### src/rtl/ewq_pkg.sv
package ewq_pkg;
   typedef enum logic [1:0] {
      ST_IDLE  = 2'd0,
      ST_CHECK = 2'd1,
      ST_RECV  = 2'd2,
      ST_SLEEP = 2'd3
   } ewq_state_e;
endpackage

### src/rtl/ewq_sync.sv
module ewq_sync #(
   parameter int STAGES = 2
) (
   input  logic clk,
   input  logic rst_n,
   input  logic async_i,
   output logic level_o,
   output logic edge_o
);
   localparam int MSB = STAGES - 1;

   logic [STAGES-1:0] chain_q;
   logic              last_q;

   if (STAGES < 2) begin : g_bad_stages
      $error("ewq_sync: STAGES must be at least 2");
   end

   always_ff @(posedge clk or negedge rst_n) begin
      if (!rst_n) begin
         chain_q <= '0;
         last_q  <= 1'b0;
      end else begin
         chain_q <= {chain_q[MSB-1:0], async_i};
         last_q  <= chain_q[MSB];
      end
   end

   assign level_o = chain_q[MSB];
   assign edge_o  = chain_q[MSB] ^ last_q;
endmodule

### src/rtl/ewq_span_counter.sv
module ewq_span_counter #(
   parameter int W = 16
) (
   input  logic         clk,
   input  logic         rst_n,
   input  logic         clear_i,
   input  logic         restart_i,
   input  logic         inc_i,
   output logic [W-1:0] cnt_o
);
   localparam logic [W-1:0] ONE = {{(W-1){1'b0}}, 1'b1};
   localparam logic [W-1:0] TOP = {W{1'b1}};

   logic [W-1:0] cnt_q;

   if (W < 2) begin : g_bad_width
      $error("ewq_span_counter: W must be at least 2");
   end

   always_ff @(posedge clk or negedge rst_n) begin
      if (!rst_n) begin
         cnt_q <= '0;
      end else if (clear_i) begin
         cnt_q <= '0;
      end else if (restart_i) begin
         cnt_q <= ONE;
      end else if (inc_i && (cnt_q != TOP)) begin
         cnt_q <= cnt_q + ONE;
      end
   end

   assign cnt_o = cnt_q;
endmodule

### src/rtl/ewq_ctrl.sv
module ewq_ctrl
   import ewq_pkg::*;
#(
   parameter int CNT_W          = 16,
   parameter int BITS_STEP      = 3,
   parameter int CHECKS_PER_BIT = 2
) (
   input  logic             clk,
   input  logic             rst_n,
   input  logic             start_i,
   input  logic [1:0]       code_i,
   input  logic             edge_i,
   input  logic [CNT_W-1:0] span_i,
   input  logic [CNT_W-1:0] lim_lo_i,
   input  logic [CNT_W-1:0] lim_hi_i,
   output ewq_state_e       state_o,
   output logic             armed_o,
   output logic             cnt_clear_o,
   output logic             cnt_restart_o,
   output logic             cnt_inc_o
);
   localparam int STEP     = BITS_STEP * CHECKS_PER_BIT;
   localparam int MAX_PASS = 3 * STEP;
   localparam int PASS_W   = $clog2(MAX_PASS + 1);

   if (BITS_STEP < 1 || CHECKS_PER_BIT < 1) begin : g_bad_step
      $error("ewq_ctrl: BITS_STEP and CHECKS_PER_BIT must be positive");
   end

   ewq_state_e        state_q;
   logic              armed_q;
   logic [PASS_W-1:0] passes_q;
   logic [PASS_W-1:0] target_q;
   logic [PASS_W-1:0] target_d;
   logic [PASS_W-1:0] passes_nx;
   logic              start_ok;
   logic              in_check;

   assign start_ok  = start_i && (state_q != ST_CHECK);
   assign in_check  = (state_q == ST_CHECK);
   assign target_d  = PASS_W'(code_i) * PASS_W'(STEP);
   assign passes_nx = passes_q + 1'b1;

   always_ff @(posedge clk or negedge rst_n) begin
      if (!rst_n) begin
         state_q  <= ST_IDLE;
         armed_q  <= 1'b0;
         passes_q <= '0;
         target_q <= '0;
      end else if (start_ok) begin
         armed_q  <= 1'b0;
         passes_q <= '0;
         target_q <= target_d;
         state_q  <= (target_d == '0) ? ST_RECV : ST_CHECK;
      end else if (in_check) begin
         if (!armed_q) begin
            if (edge_i) armed_q <= 1'b1;
         end else if (span_i > lim_hi_i) begin
            state_q <= ST_SLEEP;
         end else if (edge_i) begin
            if (span_i < lim_lo_i) begin
               state_q <= ST_SLEEP;
            end else if (passes_nx == target_q) begin
               passes_q <= passes_nx;
               state_q  <= ST_RECV;
            end else begin
               passes_q <= passes_nx;
            end
         end
      end
   end

   assign state_o       = state_q;
   assign armed_o       = armed_q;
   assign cnt_clear_o   = start_ok;
   assign cnt_restart_o = in_check && edge_i && !start_ok;
   assign cnt_inc_o     = in_check && armed_q;
endmodule

### src/rtl/edge_window_qualifier.sv
module edge_window_qualifier
   import ewq_pkg::*;
#(
   parameter int CNT_W       = 16,
   parameter int SYNC_STAGES = 2
) (
   input  logic             clk,
   input  logic             rst_n,
   input  logic             start_i,
   input  logic             demod_i,
   input  logic [1:0]       nbits_code_i,
   input  logic [CNT_W-1:0] lim_lo_i,
   input  logic [CNT_W-1:0] lim_hi_i,
   output logic             data_o,
   output logic             rx_mode_o,
   output logic             sleep_o
);
   ewq_state_e       state_w;
   logic             armed_w;
   logic             level_w;
   logic             edge_w;
   logic             clr_w;
   logic             rst_cnt_w;
   logic             inc_w;
   logic [CNT_W-1:0] span_w;

   ewq_sync #(.STAGES(SYNC_STAGES)) u_sync (
      .clk     (clk),
      .rst_n   (rst_n),
      .async_i (demod_i),
      .level_o (level_w),
      .edge_o  (edge_w)
   );

   ewq_span_counter #(.W(CNT_W)) u_span (
      .clk       (clk),
      .rst_n     (rst_n),
      .clear_i   (clr_w),
      .restart_i (rst_cnt_w),
      .inc_i     (inc_w),
      .cnt_o     (span_w)
   );

   ewq_ctrl #(.CNT_W(CNT_W)) u_ctrl (
      .clk           (clk),
      .rst_n         (rst_n),
      .start_i       (start_i),
      .code_i        (nbits_code_i),
      .edge_i        (edge_w),
      .span_i        (span_w),
      .lim_lo_i      (lim_lo_i),
      .lim_hi_i      (lim_hi_i),
      .state_o       (state_w),
      .armed_o       (armed_w),
      .cnt_clear_o   (clr_w),
      .cnt_restart_o (rst_cnt_w),
      .cnt_inc_o     (inc_w)
   );

   assign rx_mode_o = (state_w == ST_RECV);
   assign sleep_o   = (state_w == ST_SLEEP);
   assign data_o    = rx_mode_o & level_w;
endmodule

### config.mk
export PLATFORM = sky130hd
export DESIGN_NAME = edge_window_qualifier
export DESIGN_NICKNAME = d
export VERILOG_FILES = /design/src/rtl/ewq_pkg.sv /design/src/rtl/ewq_sync.sv /design/src/rtl/ewq_span_counter.sv /design/src/rtl/ewq_ctrl.sv /design/src/rtl/edge_window_qualifier.sv
export SDC_FILE = /design/constraint.sdc
export NUM_CORES = 1
export LEC_CHECK = 0
export ABC_AREA = 1
export BUFFER_PORTS_ARGS = -buffer_cell sky130_fd_sc_hd__buf_2
export CELL_PAD_IN_SITES_DETAIL_PLACEMENT = 0
export CELL_PAD_IN_SITES_GLOBAL_PLACEMENT = 1
export CORE_MARGIN = 2
export CORE_UTILIZATION = 30
export DETAILED_ROUTE_END_ITERATION = 10
export PLACE_DENSITY = 0.62
export SYNTH_ARGS = -nofsm -noshare
export SYNTH_HDL_FRONTEND = slang
export SYNTH_SLANG_ARGS = --single-unit
### constraint.sdc
create_clock -name clk -period 2.05 [get_ports clk]
set_input_delay 0.1025 -clock clk [delete_from_list [all_inputs] [get_ports clk]]
set_output_delay 0.1025 -clock clk [all_outputs]
set_load 0.05 [all_outputs]
==> results of run 1 <==
cell families after synthesis:
group	share of synthesized area, %
adder cells (fa/ha/maj)	17.6
XOR/XNOR	2.05
buffers and inverters	11.2
flip-flops	30.3
AND/OR/NAND/NOR	25.5
AO/OA/AOI/OAI	13.4
metrics by stage:
stage               cell area, um^2  utilization (%)  power (mW)
floorplan                      2560                -        1.51
global placement               2930             35.5        1.75
detailed placement             2930             35.5        1.76
CTS                            3070             37.1        2.41
global route                   3110             37.7        2.58
finish                         3110             37.7        2.38
cells in the final DEF, fill, tap and decap left out, types with 2 or more instances in the layout:
cell type / n
nand2_1: 86
inv_1: 67
buf_2: 40
ha_1: 36
dfrtp_1: 31
a21oi_1: 25
o21ai_0: 25
nor2_1: 16
nand3_1: 15
buf_4: 10
nor2_2: 6
clkbuf_8: 6
nand2_2: 4
nor3_2: 4
nor3_1: 4
inv_2: 3
xnor2_1: 3
or2_2: 3
xor2_1: 3
and3_1: 2
nand4_1: 2
a21oi_2: 2
nor2_4: 2
nand2_4: 2
o22ai_1: 2
dlygate4sd3_1: 2
worst min-delay path by stage:
stage | cells after the start | endpoint | start | slack, ps
final | 3 | u_ctrl.target_q[1]$_DFFE_PN0P_ | nbits_code_i[0] | 160
after global routing | 3 | u_ctrl.target_q[1]$_DFFE_PN0P_ | nbits_code_i[0] | 170
after CTS | 3 | u_ctrl.target_q[1]$_DFFE_PN0P_ | nbits_code_i[0] | 150
after detailed placement | 1 | u_ctrl.target_q[4]$_DFFE_PN0P_ | rst_n | 210
after global placement | 1 | u_sync.chain_q[0]$_DFF_PN0_ | demod_i | 210
after floorplan | 0 | u_ctrl.armed_o$_DFFE_PN0P_ | rst_n | -190
worst min-delay path, delay by kind of cell:
family	cells	cell delay [ps]
buffers and inverters	2	190
AOI/OAI and AO/OA	1	100
routing by layer:
layer	part of all wire [%]	routed length [um]	global-route usage, %
met2	45	2610	23.1
met4	1.2	68	3.87
met3	3.1	179	2.56
met5	0	0	0
met1	50	2890	18.3
layout make-up:
cell class	count	area, um^2	area share, %
repair buffers	52	295	9.49
multi-input cells	249	1530	49.1
flip-flops and latches	31	776	24.9
clock inverters	2	35.0	1.13
inverters	70	263	8.45
clock buffers	6	82.6	2.65
well taps	105	131	4.22
timing repair:
action / in CTS / in global routing
setup endpoints to repair: 0 / 8
buffers inserted: 0 / 2
endpoints found under the hold margin: 32 / 0
hold buffers: 2 / 0
gates resized for setup: 0 / 9
report_power, final:
group / internal (mW) / switching, mW / leakage (nW)
sequential: 0.715 / 0.0870 / 0.411
combinational: 0.320 / 0.616 / 1.21
clock: 0.393 / 0.249 / 0.0612
flip-flops by register name (all words and copies together), names as in the netlist:
register	cells
u_ctrl.state_o	2
u_span.cnt_o	16
u_ctrl.target_q	4
u_sync.last_q	1
u_ctrl.armed_o	1
u_sync.chain_q	2
u_ctrl.passes_q	5
==> results_dict.tcl, run 1 <==
set metrics [dict create \
    fin_nets 483 \
    gr-total-overflow 0 \
    hold_path_class "input port to register" \
    clockBufferDepth 2 \
    pin_count 41 \
    status "finished, final reports clean" \
    clkSinkCount 31 \
    worst_ep_required_time_ps 2220 \
    ys_top_cells_by_count "nand2_1 (88), inv_1 (67), ha_1 (36)" \
    via_count 2265 \
    end_kind "register" \
    syn_to_final_growth_pct 21.4 \
    layout_setup_ws_ps 210 \
    synth_cells 353 \
    syn_area_per_cell_um2 7.26 \
    numCtsBuffers 5 \
    fillers 927 \
    die_area_um2 9290 \
    fin_cells 515 \
    initial_utilization_pct 31.0 \
    drive_gt1_share_pct 21.5 \
    cap_violations 0 \
    cp_common_cell "nand2_1" \
    fin_crit_sh_pct 89.7 \
    grt_max_degree 32 \
    fin_setup_tns_ps 0 \
    worst-path-stages 11 \
    netlist.area_leader.share_pct 30.3 \
    start_kind "register" \
    worstSkewPairLatency_ps 290 \
    synth_edf_count 0 \
    syn_nets 427 \
    cp_top_family "compound AO/OA/AOI/OAI gates" \
    crit_fanout 10 \
    cp_data_arrival_time_ps 2010 \
    h-tree-depth 2 \
    drcViolationCount 0 \
    worstMarginPinSlew_ps 729 \
    dp_slack_ps 43.6 \
    grt_pass1_vias 2233 \
    core_um2 8260 \
    clockRootBuffer "clkbuf_8" \
    seq_area_frac_synth_pct 30.3 \
    drtIter0Drc 47 \
    setup_violations 0 \
    skew_ps 4.41 \
    first_pass_iters 4 \
    regToRegEndpoint "u_ctrl.passes_q[3]$_DFFE_PN0P_" \
    crit_chain "ha_1, a21oi_1, o21ai_2, a21oi_2, nand2_1, nand2_1, nand2_1, nand2_1, nand2_2, nand2_1, o21ai_0" \
    wl_per_cell_um 11.2 \
    synth-seq-cells 31 \
    hpwl_um 4660 \
    post-route-min-period_ps 1840 \
    placed_cells 503 \
    drtAntennaViolNets 0 \
    max_freq_mhz 544 \
    grt_setup_unrepaired "false" \
    gp_congestion 0.769 \
    synth_cell_types 30 \
    leakagePower_nw 1.68 \
    antenna_found_initial 0 \
    yosysWarningCount 0 \
    grt_pass1_wl_um 9940 \
    tritoncts "yes" \
    num_antenna_cells 0 \
    die_h_um 96.4 \
    path_buf_inv 0 \
    fp-row-count 33 \
    synth_area_um2 2560 \
    path_class "register to register" \
    reg2reg_from "u_span.cnt_o[11]$_DFFE_PN0P_" \
    port_buffers 40 \
    wl_um 5760 \
    crit_path_start "u_span.cnt_o[11]$_DFFE_PN0P_" \
    grtUsageTotal_pct 13.9 \
    finalHoldViolations 0 \
    reg2reg_depth 11 \
    synth.most_common_cell "nand2_1" \
    yosysTopAreaCell "dfrtp_1" \
    slowest_delay_ps 410 \
    synth_ff_type "dfrtp_1" \
    drv_slew 0 \
    slew_headroom_pct 51.4 \
    clk_pin_slew_worst_paths_ps 70 \
    hold_ws_ps 157 \
    crit_end "u_ctrl.passes_q[3]$_DFFE_PN0P_" \
    peakVddDrop_v 0.000326 \
    power_density_nw_per_um2 765 \
    via_per_inst 4.40 \
    regToRegSetupSlack_ps 210 \
    synthTopCellsByArea "dfrtp_1 (30%), ha_1 (18%), nand2_1 (13%)" \
    synthArstFlopShare_pct 100 \
    cp_slowest_cell "dfrtp_1" \
    die_w_um 96.4 \
]
No activity file was read; power rests on OpenSTA's default activity.
==> run 2, diff against run 1 <==
Settings changed: PLACE_DENSITY 0.62 to 0.64.
Clock period 2.05 ns to 1.6 ns, I/O delays scaled along.
==> results_dict.tcl, run 2 (synthesized netlist as in run 1, its figures left out) <==
set metrics [dict create \
    status "finished with violations" \
    violations "negative setup slack" \
    crit_fanout 5 \
    drtAntennaViolNets 0 \
    hold_path_class "input port to register" \
    pin_count 41 \
    final_common_cell "nand2_1" \
    drv_slew 0 \
    skew_ps 6.48 \
    cp_data_arrival_time_ps 1950 \
    port_buffers 40 \
    core_um2 8260 \
    fin_nets 525 \
    via_per_inst 4.49 \
    end_kind "register" \
    wl_met3_um 246 \
    worst_ep_required_time_ps 1770 \
    clockRootBuffer "clkbuf_8" \
    fillers 858 \
    leakagePower_nw 1.92 \
    syn_to_final_growth_pct 43.8 \
    drtIter0Drc 77 \
    peakVddDrop_v 0.000586 \
    cap_violations 0 \
    wirelength_met1_um 3100 \
    slowest_delay_ps 400 \
    drive_gt1_share_pct 38.3 \
    h-tree-depth 2 \
    slew_headroom_pct 70.5 \
    first_pass_iters 4 \
    multi_input_area_um2 1790 \
    grtUsageTotal_pct 15.2 \
    post-route-min-period_ps 1780 \
    gr-total-overflow 0 \
    start_kind "register" \
    fin_crit_sh_pct 111 \
    top_layer_used "met4" \
    fp-row-count 33 \
    mostFrequentLayoutCells "nand2_1 (71), inv_1 (65), buf_4 (44), buf_2 (40)" \
    antenna_found_initial 0 \
    grt_pass1_wl_um 11000 \
    finalHoldViolations 0 \
    cp_slowest_cell "dfrtp_1" \
    cp_common_cell "nand2_1" \
    wl_per_cell_um 11.8 \
    initial_utilization_pct 31.0 \
    die_area_um2 9290 \
    p_total_mw 3.32 \
    regToRegSetupSlack_ps -180 \
    crit_chain "ha_1, a21oi_1, o21ai_0, a21oi_1, nand2_1, nand2_1, nand2_2, nand2_4, nand2_4, nand2_1, o21ai_1" \
    worstSkewPairLatency_ps 280 \
    power_density_nw_per_um2 902 \
    seqCellArea_um2 778 \
    largest_reg_flops 16 \
    layout_setup_ws_ps -184 \
    wl_met2_um 3160 \
    numCtsBuffers 5 \
    die_h_um 96.4 \
    path_class "register to register" \
    tritoncts "yes" \
    grt_max_degree 32 \
    wl_um 6590 \
    grt_pass1_vias 2510 \
    die_w_um 96.4 \
    hpwl_um 4830 \
    num_antenna_cells 0 \
    gp_congestion 0.788 \
    worstMarginPinSlew_ps 442 \
    hold_ws_ps 134 \
    clockBufferDepth 2 \
    fin_setup_tns_ps -2120 \
    clkSinkCount 31 \
    dp_slack_ps -329 \
    max_freq_mhz 561 \
    via_count 2503 \
    grt_setup_unrepaired "true" \
    setup_violations 22 \
    clk_pin_slew_worst_paths_ps 70 \
    drcViolationCount 0 \
]
run 2: changes by cell type in the layout (fill, tap and decap cells not counted), sizes merged:
cell    previous run  this run
nand2             92        94
buf               50        90
clkbuf             6         8
clkinv             1         0
bufinv             1         0
run 2: area by class of cell:
cell class / count / share of cell area [%]
Multi-Input combinational cell: 251 / 48.5
Sequential cell: 31 / 21.1
Timing Repair Buffer: 92 / 16.8
Inverter: 70 / 7.34
Tap cell: 105 / 3.57
Clock buffer: 8 / 2.72
run 2: worst paths after layout:
path	start	to	depth (start not counted)
worst max-delay path	u_span.cnt_o[9]$_DFFE_PN0P_	u_ctrl.passes_q[3]$_DFFE_PN0P_	11
worst min-delay path	nbits_code_i[0]	u_ctrl.target_q[1]$_DFFE_PN0P_	3
worst max register to register	u_span.cnt_o[9]$_DFFE_PN0P_	u_ctrl.passes_q[3]$_DFFE_PN0P_	11
worst min register to register	u_sync.chain_q[0]$_DFF_PN0_	u_sync.chain_q[1]$_DFF_PN0_	0
max in group asynchronous	rst_n	u_span.cnt_o[1]$_DFFE_PN0P_	3
min in group asynchronous	rst_n	u_span.cnt_o[12]$_DFFE_PN0P_	3
run 2: per-layer routing:
| layer | track usage [%] | vias up |
|---|---|---|
| met1 | 19.0 | 1129 |
| met4 | 4.23 | 0 |
| met3 | 2.95 | 8 |
| met2 | 26.8 | 44 |
| met5 | 0 | - |
| li1 | - | 1322 |
run 2: repair_timing:
item,in CTS,in global routing
hold buffers,2,0
endpoints found under the hold margin,32,0
endpoints found under the setup margin,22,23
gates resized for setup,52,33
gates cloned,1,1
pin swaps,16,8
setup buffers,8,2
run 2: metrics by stage:
stage | std cells | util, % | cell area (um^2)
floorplan | 353 | - | 2580
global placement | 535 | 38.6 | 3190
detailed placement | 535 | 38.6 | 3190
CTS | 554 | 42.8 | 3530
global route | 557 | 44.6 | 3680
finish | 557 | 44.6 | 3680
run 2: power breakdown:
| group | switching, mW | leakage [nW] | internal (mW) |
|---|---|---|---|
| Clock | 0.310 | 0.0515 | 0.393 |
| Combinational | 0.958 | 1.46 | 0.635 |
| Sequential | 0.109 | 0.408 | 0.917 |
| Total | 1.38 | 1.92 | 1.95 |
run 2: critical path, delay by kind of cell (launching register included):
kind                       cells  cell delay, ps
and+or+nand+nor                6             480
AOI/OAI and AO/OA              4             490
adders and majority gates      1             300
DFF                            1             400
==> run 3, diff against run 2 <==
Settings changed: CORE_UTILIZATION 30 to 38, CTS_BUF_LIST set to sky130_fd_sc_hd__clkbuf_4, PLACE_DENSITY 0.64 to 0.78, SKIP_CTS_REPAIR_TIMING set to 1.
==> results_dict.tcl, run 3 (synthesized netlist as in run 1, its figures left out) <==
set metrics [dict create \
    hpwl_um 4700 \
    worstSkewPairLatency_ps 340 \
    violations "negative setup slack" \
    numCtsBuffers 5 \
    fillers 598 \
    tritoncts "yes" \
    grt_setup_unrepaired "true" \
    share_comb_of_total_power_pct 53.7 \
    placed_area_um2 3150 \
    layout_setup_ws_ps -351 \
    worstMarginPinSlew_ps 736 \
    placed_cells 506 \
    hold_path_class "input port to register" \
    clk_pin_slew_worst_paths_ps 110 \
    h-tree-depth 2 \
    max_freq_mhz 513 \
    hold_depth 3 \
    drv_slew 0 \
    slew_headroom_pct 51.0 \
    wl_per_cell_um 12.3 \
    peakVddDrop_v 0.00104 \
    die_h_um 86.1 \
    crit_fanout 5 \
    final_common_cell "nand2_1" \
    first_pass_iters 4 \
    p_seq_share_pct 32.2 \
    clockBufferDepth 2 \
    start_kind "register" \
    via_count 2515 \
    pwr-share-clk_pct 14.1 \
    worst_ep_required_time_ps 1830 \
    status "finished with violations" \
    final_area_um2 3760 \
    p_sw_mw 1.39 \
    post-route-min-period_ps 1950 \
    switching_share_pct 44.1 \
    antenna_found_initial 0 \
    drtAntennaViolNets 0 \
    die_area_um2 7410 \
    clockRootBuffer "clkbuf_4" \
    drtIter0Drc 64 \
    fp-row-count 29 \
    fin_crit_sh_pct 122 \
    grt_pass1_vias 2412 \
    gr-total-overflow 0 \
    syn_to_final_growth_pct 46.7 \
    path_class "register to register" \
    drive_gt1_share_pct 41.6 \
    grtUsageTotal_pct 17.3 \
    wl_um 6530 \
    cp_data_arrival_time_ps 2180 \
    finalHoldViolations 0 \
    setup_violations 23 \
    num_antenna_cells 0 \
    leakagePower_nw 2.01 \
    core_um2 6420 \
    die_w_um 86.1 \
    via_per_inst 4.74 \
    skew_ps 13.1 \
    clkSinkCount 31 \
    grt_pass1_wl_um 10300 \
    initial_utilization_pct 39.9 \
    drcViolationCount 0 \
    cap_violations 0 \
    pin_count 41 \
    port_buffers 40 \
    gp_congestion 0.794 \
    fin_cells 531 \
    power.internal_mw 1.77 \
    mostFrequentLayoutCells "nand2_1 (67), inv_1 (65), buf_2 (40), buf_4 (39), ha_1 (33)" \
    reg2reg_depth 10 \
    power_density_nw_per_um2 843 \
    end_kind "register" \
    largest_reg_flops 16 \
    fin_nets 528 \
    grt_max_degree 32 \
]
==> run 3: metrics by stage <==
| step | util [%] | setup WS [ps] | TNS [ps] | power [mW] | hold WS, ps |
|---|---|---|---|---|---|
| global route | 58.5 | -497 | -7010 | 3.45 | 77.1 |
| global placement | 49.0 | -292 | -2470 | 2.33 | 176 |
| CTS | 49.7 | -350 | -3190 | 2.79 | -193 |
| finish | 58.5 | -351 | -5060 | 3.17 | 63.4 |
| floorplan | - | 2.33 | 0 | 1.94 | -216 |
| detailed placement | 49.0 | -349 | -2820 | 2.33 | 179 |
==> run 3: per-layer routing <==
metal / vias to the layer above / global-route usage, % / routed length [um]
li1: 1331 / - / -
met1: 1138 / 21.9 / 3000
met5: - / 0 / 0
met2: 40 / 30.0 / 3220
met3: 6 / 3.08 / 239
met4: 0 / 5.34 / 73
==> run 3: final cells by class <==
cell class / instances / area, um^2 / share of cell area, %
multi-input cells: 250 / 1870 / 49.8
flip-flops and latches: 31 / 778 / 20.7
repair buffers: 96 / 691 / 18.4
inverters: 70 / 273 / 7.26
well taps: 77 / 96.3 / 2.56
clock buffers: 5 / 37.5 / 0.999
clock inverters: 2 / 8.76 / 0.233
==> run 3: worst max-delay path: stages, from the launching register on <==
cell,delay (ps)
dfrtp_2,460
ha_4,280
nand4_1,190
nor3_4,300
nand3_2,140
nand2_2,80
nand2_2,60
nand2_4,110
nand2_4,70
nand2_1,80
o21ai_1,70
==> run 3: power groups by stage <==
stage | combinational (mW) | clock, mW | sequential [mW]
floorplan | 0.928 | 0 | 1.02
global placement | 1.31 | 0 | 1.02
detailed placement | 1.32 | 0 | 1.02
CTS | 1.32 | 0.462 | 1.00
global route | 1.91 | 0.497 | 1.04
finish | 1.70 | 0.446 | 1.02
==> run 3: worst paths after layout <==
check                                              from                             end  slack (ps)
min                                     nbits_code_i[0]  u_ctrl.target_q[1]$_DFFE_PN0P_          60
min reg2reg                 u_sync.chain_q[0]$_DFF_PN0_     u_sync.chain_q[1]$_DFF_PN0_         380
max reg2reg                u_span.cnt_o[11]$_DFFE_PN0P_  u_ctrl.passes_q[4]$_DFFE_PN0P_        -350
max                        u_span.cnt_o[11]$_DFFE_PN0P_  u_ctrl.passes_q[4]$_DFFE_PN0P_        -350
max in group asynchronous                         rst_n    u_span.cnt_o[11]$_DFFE_PN0P_         760
min in group asynchronous                         rst_n    u_span.cnt_o[13]$_DFFE_PN0P_         320
